## src/rtl/scan_wtm_pkg.sv

```systemverilog
package scan_wtm_pkg;

  // Worst-case metric of one pattern: a transition at every position.
  function automatic int unsigned wtm_worst(input int unsigned n);
    return (n * (n - 1)) / 2;
  endfunction

  // Weight of a transition between position j and j+1 of an n-bit pattern.
  function automatic int unsigned wtm_weight(input int unsigned n, input int unsigned j);
    return n - j;
  endfunction

  // Bits needed to hold values 0..v.
  function automatic int unsigned bits_for(input int unsigned v);
    return (v < 2) ? 1 : $clog2(v + 1);
  endfunction

endpackage

```

## src/rtl/wtm_pattern_acc.sv

```systemverilog
module wtm_pattern_acc
  import scan_wtm_pkg::*;
#(
  parameter int unsigned PAT_LEN = 16,
  parameter int unsigned POS_W   = 5,
  parameter int unsigned WTM_W   = 7
) (
  input  logic             clk,
  input  logic             rst_n,
  input  logic             scan_vld,
  input  logic             scan_bit,
  input  logic             pat_first,
  output logic             pat_done,
  output logic [WTM_W-1:0] pat_final,
  output logic [WTM_W-1:0] wtm_q,
  output logic             wtm_vld_q
);

  localparam logic [POS_W-1:0] LAST_POS = POS_W'(PAT_LEN);
  localparam logic [POS_W-1:0] PEN_POS  = POS_W'(PAT_LEN - 1);
  localparam int unsigned      WTM_MAX  = wtm_worst(PAT_LEN);

  logic [POS_W-1:0] pos_q;
  logic             last_q;
  logic [WTM_W-1:0] run_q;

  // Named internal events
  logic             step_ok;
  logic             toggle;
  logic [WTM_W-1:0] weight;
  logic [WTM_W-1:0] run_nx;

  assign step_ok   = scan_vld && !pat_first && (pos_q != '0) && (pos_q < LAST_POS);
  assign toggle    = step_ok && (scan_bit != last_q);
  assign weight    = WTM_W'(wtm_weight(PAT_LEN, 32'(pos_q)));
  assign run_nx    = toggle ? (run_q + weight) : run_q;
  assign pat_done  = step_ok && (pos_q == PEN_POS);
  assign pat_final = run_nx;

  always_ff @(posedge clk) begin
    if (!rst_n) begin
      pos_q     <= '0;
      last_q    <= 1'b0;
      run_q     <= '0;
      wtm_q     <= '0;
      wtm_vld_q <= 1'b0;
    end else begin
      if (scan_vld && pat_first) begin
        pos_q  <= POS_W'(1);
        last_q <= scan_bit;
        run_q  <= '0;
      end else if (step_ok) begin
        pos_q  <= pos_q + POS_W'(1);
        last_q <= scan_bit;
        run_q  <= run_nx;
      end
      wtm_vld_q <= pat_done;
      if (pat_done) wtm_q <= run_nx;
    end
  end

  assert_single_pulse_R4: assert property (@(posedge clk) disable iff (!rst_n)
    wtm_vld_q |=> !wtm_vld_q);
  assert_metric_bound_R3: assert property (@(posedge clk) disable iff (!rst_n)
    wtm_vld_q |-> (32'(wtm_q) <= WTM_MAX));
  assert_pos_range_R5: assert property (@(posedge clk) disable iff (!rst_n)
    pos_q <= LAST_POS);
  assert_first_zero_R2: assert property (@(posedge clk) disable iff (!rst_n)
    (scan_vld && pat_first) |=> (run_q == '0));

endmodule

```

## src/rtl/wtm_set_stats.sv

```systemverilog
module wtm_set_stats #(
  parameter int unsigned WTM_W = 7,
  parameter int unsigned SUM_W = 17,
  parameter int unsigned CNT_W = 11
) (
  input  logic             clk,
  input  logic             rst_n,
  input  logic             pat_done,
  input  logic [WTM_W-1:0] pat_final,
  input  logic             clr,
  output logic [WTM_W-1:0] peak_q,
  output logic [SUM_W-1:0] sum_nx,
  output logic [CNT_W-1:0] cnt_nx
);

  logic [SUM_W-1:0] sum_q;
  logic [CNT_W-1:0] cnt_q;
  logic [WTM_W-1:0] peak_nx;

  // The completing pattern is folded in before any clear, so it joins the closing set.
  assign sum_nx  = pat_done ? (sum_q + SUM_W'(pat_final)) : sum_q;
  assign cnt_nx  = pat_done ? (cnt_q + CNT_W'(1)) : cnt_q;
  assign peak_nx = (pat_done && (pat_final > peak_q)) ? pat_final : peak_q;

  always_ff @(posedge clk) begin
    if (!rst_n || clr) begin
      sum_q  <= '0;
      cnt_q  <= '0;
      peak_q <= '0;
    end else begin
      sum_q  <= sum_nx;
      cnt_q  <= cnt_nx;
      peak_q <= peak_nx;
    end
  end

  assert_peak_monotone_R7: assert property (@(posedge clk) disable iff (!rst_n)
    !clr |=> (peak_q >= $past(peak_q)));
  assert_peak_covers_R7: assert property (@(posedge clk) disable iff (!rst_n)
    (pat_done && !clr) |=> (peak_q >= $past(pat_final)));
  assert_clear_R10: assert property (@(posedge clk) disable iff (!rst_n)
    clr |=> (peak_q == '0));

endmodule

```

## src/rtl/wtm_avg_div.sv

```systemverilog
module wtm_avg_div
  import scan_wtm_pkg::*;
#(
  parameter int unsigned SUM_W = 17,
  parameter int unsigned CNT_W = 11
) (
  input  logic             clk,
  input  logic             rst_n,
  input  logic             start,
  input  logic [SUM_W-1:0] dividend,
  input  logic [CNT_W-1:0] divisor,
  output logic             busy,
  output logic             done,
  output logic [SUM_W-1:0] quot
);

  localparam int unsigned STEP_W = bits_for(SUM_W);

  logic [STEP_W-1:0] step_q;
  logic [SUM_W-1:0]  dvd_q;
  logic [CNT_W-1:0]  rem_q;
  logic [CNT_W-1:0]  div_q;

  // One restoring step per cycle
  logic [CNT_W:0]    trial;
  logic              fits;
  logic [CNT_W:0]    trial_sub;
  logic [SUM_W-1:0]  dvd_nx;

  assign trial     = {rem_q, dvd_q[SUM_W-1]};
  assign fits      = trial >= {1'b0, div_q};
  assign trial_sub = trial - {1'b0, div_q};
  assign dvd_nx    = {dvd_q[SUM_W-2:0], fits};

  always_ff @(posedge clk) begin
    if (!rst_n) begin
      step_q <= '0;
      dvd_q  <= '0;
      rem_q  <= '0;
      div_q  <= '0;
      busy   <= 1'b0;
      done   <= 1'b0;
      quot   <= '0;
    end else begin
      done <= 1'b0;
      if (busy) begin
        rem_q  <= fits ? trial_sub[CNT_W-1:0] : trial[CNT_W-1:0];
        dvd_q  <= dvd_nx;
        step_q <= step_q - STEP_W'(1);
        if (step_q == STEP_W'(1)) begin
          busy <= 1'b0;
          done <= 1'b1;
          quot <= (div_q == '0) ? '0 : dvd_nx;
        end
      end else if (start) begin
        dvd_q  <= dividend;
        div_q  <= divisor;
        rem_q  <= '0;
        step_q <= STEP_W'(SUM_W);
        busy   <= 1'b1;
      end
    end
  end

  assert_done_pulse_R8: assert property (@(posedge clk) disable iff (!rst_n)
    done |=> !done);
  assert_start_busy_R8: assert property (@(posedge clk) disable iff (!rst_n)
    (start && !busy) |=> busy);
  assert_done_idle_R8: assert property (@(posedge clk) disable iff (!rst_n)
    done |-> !busy);
  assert_hold_R12: assert property (@(posedge clk) disable iff (!rst_n)
    !done |=> $stable(quot) || done);

endmodule

```

## src/rtl/scan_wtm_monitor.sv

```systemverilog
module scan_wtm_monitor
  import scan_wtm_pkg::*;
#(
  parameter int unsigned PAT_LEN  = 16,
  parameter int unsigned MAX_PATS = 1024,
  localparam int unsigned WTM_MAX = wtm_worst(PAT_LEN),
  localparam int unsigned WTM_W   = bits_for(WTM_MAX),
  localparam int unsigned POS_W   = bits_for(PAT_LEN),
  localparam int unsigned SUM_W   = bits_for(WTM_MAX * MAX_PATS),
  localparam int unsigned CNT_W   = bits_for(MAX_PATS)
) (
  input  logic             clk,
  input  logic             rst_n,
  input  logic             scan_vld,
  input  logic             scan_bit,
  input  logic             pat_first,
  input  logic             set_last,
  output logic [WTM_W-1:0] pat_metric,
  output logic             pat_metric_vld,
  output logic [WTM_W-1:0] peak_metric,
  output logic [WTM_W-1:0] avg_metric,
  output logic             avg_done,
  output logic             avg_busy
);

  // Events between the pieces, named for the assertions
  logic             pat_done;
  logic [WTM_W-1:0] pat_final;
  logic             set_take;
  logic [SUM_W-1:0] sum_nx;
  logic [CNT_W-1:0] cnt_nx;
  logic [SUM_W-1:0] quot;

  assign set_take = set_last && !avg_busy;

  wtm_pattern_acc #(
    .PAT_LEN (PAT_LEN),
    .POS_W   (POS_W),
    .WTM_W   (WTM_W)
  ) u_acc (
    .clk       (clk),
    .rst_n     (rst_n),
    .scan_vld  (scan_vld),
    .scan_bit  (scan_bit),
    .pat_first (pat_first),
    .pat_done  (pat_done),
    .pat_final (pat_final),
    .wtm_q     (pat_metric),
    .wtm_vld_q (pat_metric_vld)
  );

  wtm_set_stats #(
    .WTM_W (WTM_W),
    .SUM_W (SUM_W),
    .CNT_W (CNT_W)
  ) u_stats (
    .clk       (clk),
    .rst_n     (rst_n),
    .pat_done  (pat_done),
    .pat_final (pat_final),
    .clr       (set_take),
    .peak_q    (peak_metric),
    .sum_nx    (sum_nx),
    .cnt_nx    (cnt_nx)
  );

  wtm_avg_div #(
    .SUM_W (SUM_W),
    .CNT_W (CNT_W)
  ) u_div (
    .clk      (clk),
    .rst_n    (rst_n),
    .start    (set_take),
    .dividend (sum_nx),
    .divisor  (cnt_nx),
    .busy     (avg_busy),
    .done     (avg_done),
    .quot     (quot)
  );

  assign avg_metric = quot[WTM_W-1:0];

  assert_avg_fits_R8: assert property (@(posedge clk) disable iff (!rst_n)
    avg_done |-> (32'(quot) <= WTM_MAX));
  assert_busy_ignore_R11: assert property (@(posedge clk) disable iff (!rst_n)
    (set_last && avg_busy) |=> (peak_metric >= $past(peak_metric)));
  assert_peak_bound_R7: assert property (@(posedge clk) disable iff (!rst_n)
    32'(peak_metric) <= WTM_MAX);

endmodule

```

## config.mk

```make
export PLATFORM = sky130hd
export DESIGN_NAME = scan_wtm_monitor
export DESIGN_NICKNAME = d
export VERILOG_FILES = /design/src/rtl/scan_wtm_pkg.sv /design/src/rtl/wtm_pattern_acc.sv /design/src/rtl/wtm_set_stats.sv /design/src/rtl/wtm_avg_div.sv /design/src/rtl/scan_wtm_monitor.sv
export SDC_FILE = /design/constraint.sdc
export NUM_CORES = 1
export LEC_CHECK = 0
export ABC_CLOCK_PERIOD_IN_PS = 13090
export CAP_MARGIN = 20
export CORE_MARGIN = 2
export CORE_UTILIZATION = 55
export CTS_CLUSTER_DIAMETER = 150
export DETAILED_ROUTE_END_ITERATION = 10
export PLACE_DENSITY = 0.77
export SKIP_CTS_REPAIR_TIMING = 1
export SLEW_MARGIN = 20
export SYNTH_ARGS = -nofsm -noshare
export SYNTH_HDL_FRONTEND = slang
export SYNTH_SLANG_ARGS = --single-unit
```

## constraint.sdc

```tcl
create_clock -name clk -period 13.09 [get_ports clk]
set_clock_uncertainty 0.2 [all_clocks]
set_input_delay 2.618 -clock clk [delete_from_list [all_inputs] [get_ports clk]]
set_output_delay 2.618 -clock clk [all_outputs]
set_load 0.03 [all_outputs]
```

Yosys cells after proc, flatten, opt, wreduce, memory -nomap -nowiden
Index checks and enable logic that the tools add are counted.
{"block": "word_totals", "reg_bits": 109, "inputBits": 6, "elab_cells": 70, "out_inout_bits": 24}
{"block": "op_classes", "eq_ne": 3, "reduce_logical": 20, "n_addsub": 7, "n_bitwise": 2, "mux": 19, "order_cmp": 3}
{"op": "2-to-1 mux 17 bit", "n": 3}
{"op": "2-to-1 mux 11 bit", "n": 4}
{"op": "adder 17 x 7 -> 17 bit", "n": 1}
{"op": "2-to-1 mux 7 bit", "n": 2}
{"op": ">= comparator 12 x 11 -> 1 bit", "n": 1}
{"op": "adder 11 x 1 -> 11 bit, second input constant", "n": 1}
{"op": "zero test 11 bit", "n": 1}
{"op": "subtractor 11 bit", "n": 1}
{"op": "2-to-1 mux 5 bit", "n": 2}
{"op": "logical AND 1 bit", "n": 8}
{"op": "2-to-1 mux 1 bit", "n": 8}
{"op": "adder 7 bit", "n": 1}
{"op": "> comparator 7 bit", "n": 1}
{"op": "AND reduction 2 bit", "n": 3}
{"op": "subtractor 5 x 5 -> 6 bit, first input constant", "n": 1}
{"op": "adder 5 x 1 -> 5 bit, second input constant", "n": 1}
{"op": "== test 5 x 1 -> 1 bit, second input constant", "n": 1}
{"op": "== test 5 x 4 -> 1 bit, second input constant", "n": 1}
{"op": "less-than comparator 5 bit, second input constant", "n": 1}
{"op": "nonzero test 5 bit", "n": 1}
{"op": "subtractor 5 x 1 -> 5 bit, second input constant", "n": 1}
{"op": "nonzero test 2 bit", "n": 2}
{"op": "zero test 1 bit", "n": 3}
{"op": "NOT 1 bit", "n": 2}
{"op": "other kinds (3)", "n": 3}

Logic depth before layout (Yosys ltp)
{"block": "depth", "ltp_word": 10, "depth_mapped": 21}

Modules after synthesis
Synthesis repeated with hierarchy kept, for this count alone.
{"block": "hier_totals", "cells_unflattened": 705, "area_unflattened_um2": 6309.8}
{"mod": "wtm_avg_div", "area_each_um2": 3042.9, "instances": 1, "cells_per_inst": 354}
{"mod": "wtm_set_stats", "area_each_um2": 1979.4, "instances": 1, "cells_per_inst": 211}
{"mod": "wtm_pattern_acc", "area_each_um2": 1273.7, "instances": 1, "cells_per_inst": 139}
{"mod": "scan_wtm_monitor", "area_each_um2": 13.8, "instances": 1, "cells_per_inst": 1}

Worst setup path before layout
OpenSTA, ideal clock, no wires.
{"block": "synth_path", "path_type": "in2reg", "start": "in pat_first", "end": "reg u_div.dvd_q[6]", "path_buffers": 0, "setup_time_ps": 122, "arrival_time_ps": 5747, "stages": 11, "setup_slack_ps": 7022, "path_cell_list": "or4b_4 a211oi_4 mux2i_1 inv_1 ha_1 fa_1 a211o_1 a211oi_1 o21bai_1 o211a_1 o311a_1"}
{"block": "synth_via", "elab_chain_len": 10, "word_cells_on_any_way": 11, "cone_classes": "add/sub (1); mux (4); reduce/logical (6)"}
{"element": "from (decl)", "line_no": "scan_wtm_monitor.sv:16", "text": "input logic pat_first,"}
{"element": "zero test 1 bit", "line_no": "wtm_pattern_acc.sv:33", "text": "assign step_ok = scan_vld && !pat_first && (pos_q != '0) && (pos_q < LAST_POS);"}
{"element": "logical AND 1 bit (3 in series)", "line_no": "wtm_pattern_acc.sv:33"}
{"element": "logical AND 1 bit", "line_no": "wtm_pattern_acc.sv:34", "text": "assign toggle = step_ok && (scan_bit != last_q);"}
{"element": "2-to-1 mux 7 bit", "line_no": "wtm_pattern_acc.sv:36", "text": "assign run_nx = toggle ? (run_q + weight) : run_q;"}
{"element": "named net pat_final[0]", "line_no": "scan_wtm_monitor.sv:28", "text": "logic [WTM_W-1:0] pat_final;"}
{"element": "adder 17 x 7 -> 17 bit", "line_no": "wtm_set_stats.sv:21", "text": "assign sum_nx = pat_done ? (sum_q + SUM_W'(pat_final)) : sum_q;"}
{"element": "2-to-1 mux 17 bit", "line_no": "wtm_set_stats.sv:21"}
{"element": "2-to-1 mux 17 bit", "line_no": "wtm_avg_div.sv:55", "text": "end else if (start) begin"}
{"element": "2-to-1 mux 17 bit", "line_no": "wtm_avg_div.sv:46", "text": "if (busy) begin"}
{"element": "to (signal assigned)", "line_no": "wtm_avg_div.sv:48", "text": "dvd_q <= dvd_nx;"}
{"element": "to (signal assigned)", "line_no": "wtm_avg_div.sv:56", "text": "dvd_q <= dividend;"}
{"element": "to (decl)", "line_no": "wtm_avg_div.sv:20", "text": "logic [SUM_W-1:0] dvd_q;"}
The timed path passes the listed nets, and every way through them passes these cells. The select of a mux whose other input is x is not followed.
A chain may end at the register's enable or synchronous reset.

Worst setup path after layout
{"block": "layout_path", "start": "in pat_first", "end": "reg u_stats.peak_q[1]"}
{"block": "layout_via", "elab_chain_len": 8, "word_cells_on_any_way": 9, "cone_classes": "order compare (1); mux (1); reduce/logical (7)"}
{"element": "zero test 1 bit", "line_no": "wtm_pattern_acc.sv:33"}
{"element": "logical AND 1 bit (3 in series)", "line_no": "wtm_pattern_acc.sv:33"}
{"element": "logical AND 1 bit", "line_no": "wtm_pattern_acc.sv:34"}
{"element": "2-to-1 mux 7 bit", "line_no": "wtm_pattern_acc.sv:36"}
{"element": "named net pat_final[6]", "line_no": "scan_wtm_monitor.sv:28"}
{"element": "> comparator 7 bit", "line_no": "wtm_set_stats.sv:23", "text": "assign peak_nx = (pat_done && (pat_final > peak_q)) ? pat_final : peak_q;"}
{"element": "logical AND 1 bit", "line_no": "wtm_set_stats.sv:23"}
{"element": "to (signal assigned)", "line_no": "wtm_set_stats.sv:33", "text": "peak_q <= peak_nx;"}
{"element": "to (decl)", "line_no": "wtm_set_stats.sv:11", "text": "output logic [WTM_W-1:0] peak_q,"}
The timed path passes the listed nets, and every way through them passes these cells.

==> out/metrics.cfg <==
[yosys]
synth-edff-count=0
synthArstFlopShare_pct=0
synth_cells=665
synth_common_cells=dfxtp_1, nor2_1, a21oi_1
synth_top_cell_by_area=dfxtp_1
synthFlopType=dfxtp_1
netlist_area_um2=5710
ys_warn_count=0
ys_seq_area_share_pct=38.2
synthTopCellsByArea=dfxtp_1, ha_1, nor2_1
syn_nets=713
synth_cell_types=59
yosysTopAreaCellShare_pct=38.2
yosys.cell_count.top_type=dfxtp_1
syn_area_per_cell_um2=8.59
synth-seq-cells=109

[clocking]
cts.clk_slew.worst_paths_ns=0.10
numClockSinks=109
clkLatencyLatePin_ns=0.38
cts_root_buf=clkbuf_8
tritoncts=done
cts_htree_levels=3
clk_path_buf_depth=2
cts_buffers=9

[sta]
hold_violations=0
timing.final.crit_period_ns=6.61
slew_violations=0
setup_violations=0
worst_slew_pin_slew_ns=0.826
slew_headroom_pct=44.8
fmax_mhz=151
tns_ns=0
rsz0062_at_grt=false
finalCritPeriodShare_pct=50.5

[finish]
regArea_um2=2180
drive_gt1_share_pct=4.93
insertedDiodeCount=0
syn2layout_area_growth_pct=10.3
fill_cells=924
finalNetCount=732
multi_input_comb_area_um2=3260
final_cells=825
fin_area_um2=6300

[drt]
drtIter0Drc=228
first_pass_iters=5
wl_mm=12.3
drc=0
wl_per_cell_um=15.0
via_per_inst=5.69
drtAntennaViolNets=0
num_vias=4698

[die]
num_rows=37
die_x_um=106
start_util_pct=56.1
die_area_um2=11200
die_y_um=106
io_pins=30
core_um2=10200

[critical_path]
crit_required_ns=13.17
crit_fanout=9
cp.arrival_ns=6.69
end_kind=register
critical_path_class=input port to register
cp-start-kind=input port

[global_routing]
grt_use_met2_pct=38.4
use_met3_pct=4.72
grt_pass1_wl_mm=21.2
antenna_found_initial=0
grt_max_degree=50
grt-busiest-layer=met2
grt_use_total_pct=23.3
grt_use_met1_pct=30.5
grt_overflow=0
grt_pass1_vias=4620

[placement]
place_inst=809
gp_congestion=0.851
io_buffers=29
dp_hpwl_mm=8.95
placed_area_um2=6100

[power_and_ir_drop]
ir_drop_mv=0.122
p_comb_share_pct=29.8
clkPwrFrac_pct=25.7
seqPwrFrac_pct=44.6
power.leakage_nw=2.49
powerDensity_nw_per_um2=129
p_total_mw=0.815
p_int_mw=0.545
p_sw_mw=0.271
p_sw_share_pct=33.2

[outcome]
status=complete, no violations

[job]
drv_cap=0

[min_path]
hold_class=register to register

-- worst paths after layout --
path	from	depth (start not counted)	endpoint	slack [ns]
worst min-delay path	u_div.dvd_q[3]	2	u_div.dvd_q[4]	0.29
worst min register to register	u_div.dvd_q[3]	2	u_div.dvd_q[4]	0.29
worst max register to register	u_acc.pos_q[0]	18	u_stats.peak_q[1]	7.84
worst max-delay path	pat_first	14	u_stats.peak_q[1]	6.48
-- worst max-delay path: stages --
cell and delay [ns]:
clkdlybuf4s50_1 0.48, or4b_4 0.59, a211oi_4 0.53, nand2_1 0.09, mux2i_1 0.19, xnor2_1 0.25, inv_1 0.13, ha_1 0.31
nand3_1 0.13, nor3_1 0.06, a2111oi_0 0.63, or2_1 0.36, nor2_1 0.08, a211oi_1 0.24
-- flip-flops by register name, indices dropped and copies added (netlist names) --
signal,cells
u_div.dvd_q,17
u_stats.sum_q,17
u_div.div_q,11
u_div.rem_q,11
u_stats.cnt_q,11
u_acc.run_q,7
u_acc.wtm_q,7
u_div.quot,7
u_stats.peak_q,7
u_acc.pos_q,5
u_div.step_q,5
u_acc.last_q,1
u_acc.wtm_vld_q,1
u_div.busy,1
u_div.done,1
-- power by group through the flow --
stage	clock (mW)	combinational [mW]	sequential, mW
floorplan	0	0.193	0.368
global placement	0	0.229	0.370
detailed placement	0	0.241	0.370
CTS	0.214	0.241	0.363
global route	0.224	0.272	0.366
finish	0.209	0.243	0.363
-- layer usage --
layer	routed length [um]	part of all wire, %	vias up
met5	0	0	-
met4	192	1.6	0
met3	500	4.1	16
met2	5760	47	90
met1	5900	48	2202
li1	-	-	2390
-- cell type report --
cell class                      instances  share of cell area (%)
Clock buffer                           11                    2.24
Clock inverter                          5                   0.933
Inverter                               38                    2.26
Multi-Input combinational cell        490                    51.8
Sequential cell                       109                    34.6
Tap cell                              136                    2.70
Timing Repair Buffer                   36                    5.44
-- placed cells by master, fill, tap and decap left out, types with 11 or more instances in the layout --
cell	instances
dfxtp_1	109
nor2_1	87
a21oi_1	50
nand2_1	45
ha_1	39
inv_1	36
o21ai_0	35
clkdlybuf4s50_1	29
xnor2_1	19
mux2i_1	19
xor2_1	19
a211oi_1	18
nor3_1	15
nand3_1	14
nand4_1	11
-- kinds of logic after synthesis --
family	count (synthesis)	synth area share, %
multiplexers	19	3.33
AO/OA/AOI/OAI	162	18.7
buffers and inverters	66	4.69
XOR/XNOR	38	5.82
adder cells (fa/ha/maj)	42	9.59
AND/OR/NAND/NOR	229	19.7
flip-flops	109	38.2
-- per-stage QoR --
step | utilization, % | hold slack, ns | worst slack, ns
2_1_floorplan | - | 0.240 | 7.02
3_3_place_gp | 59.9 | 0.256 | 6.32
3_5_place_dp | 59.9 | 0.270 | 6.15
4_1_cts | 61.9 | 0.286 | 6.49
5_1_grt | 61.9 | 0.314 | 6.04
6_report | 61.9 | 0.285 | 6.48
(Power assumes the default switching activity.)
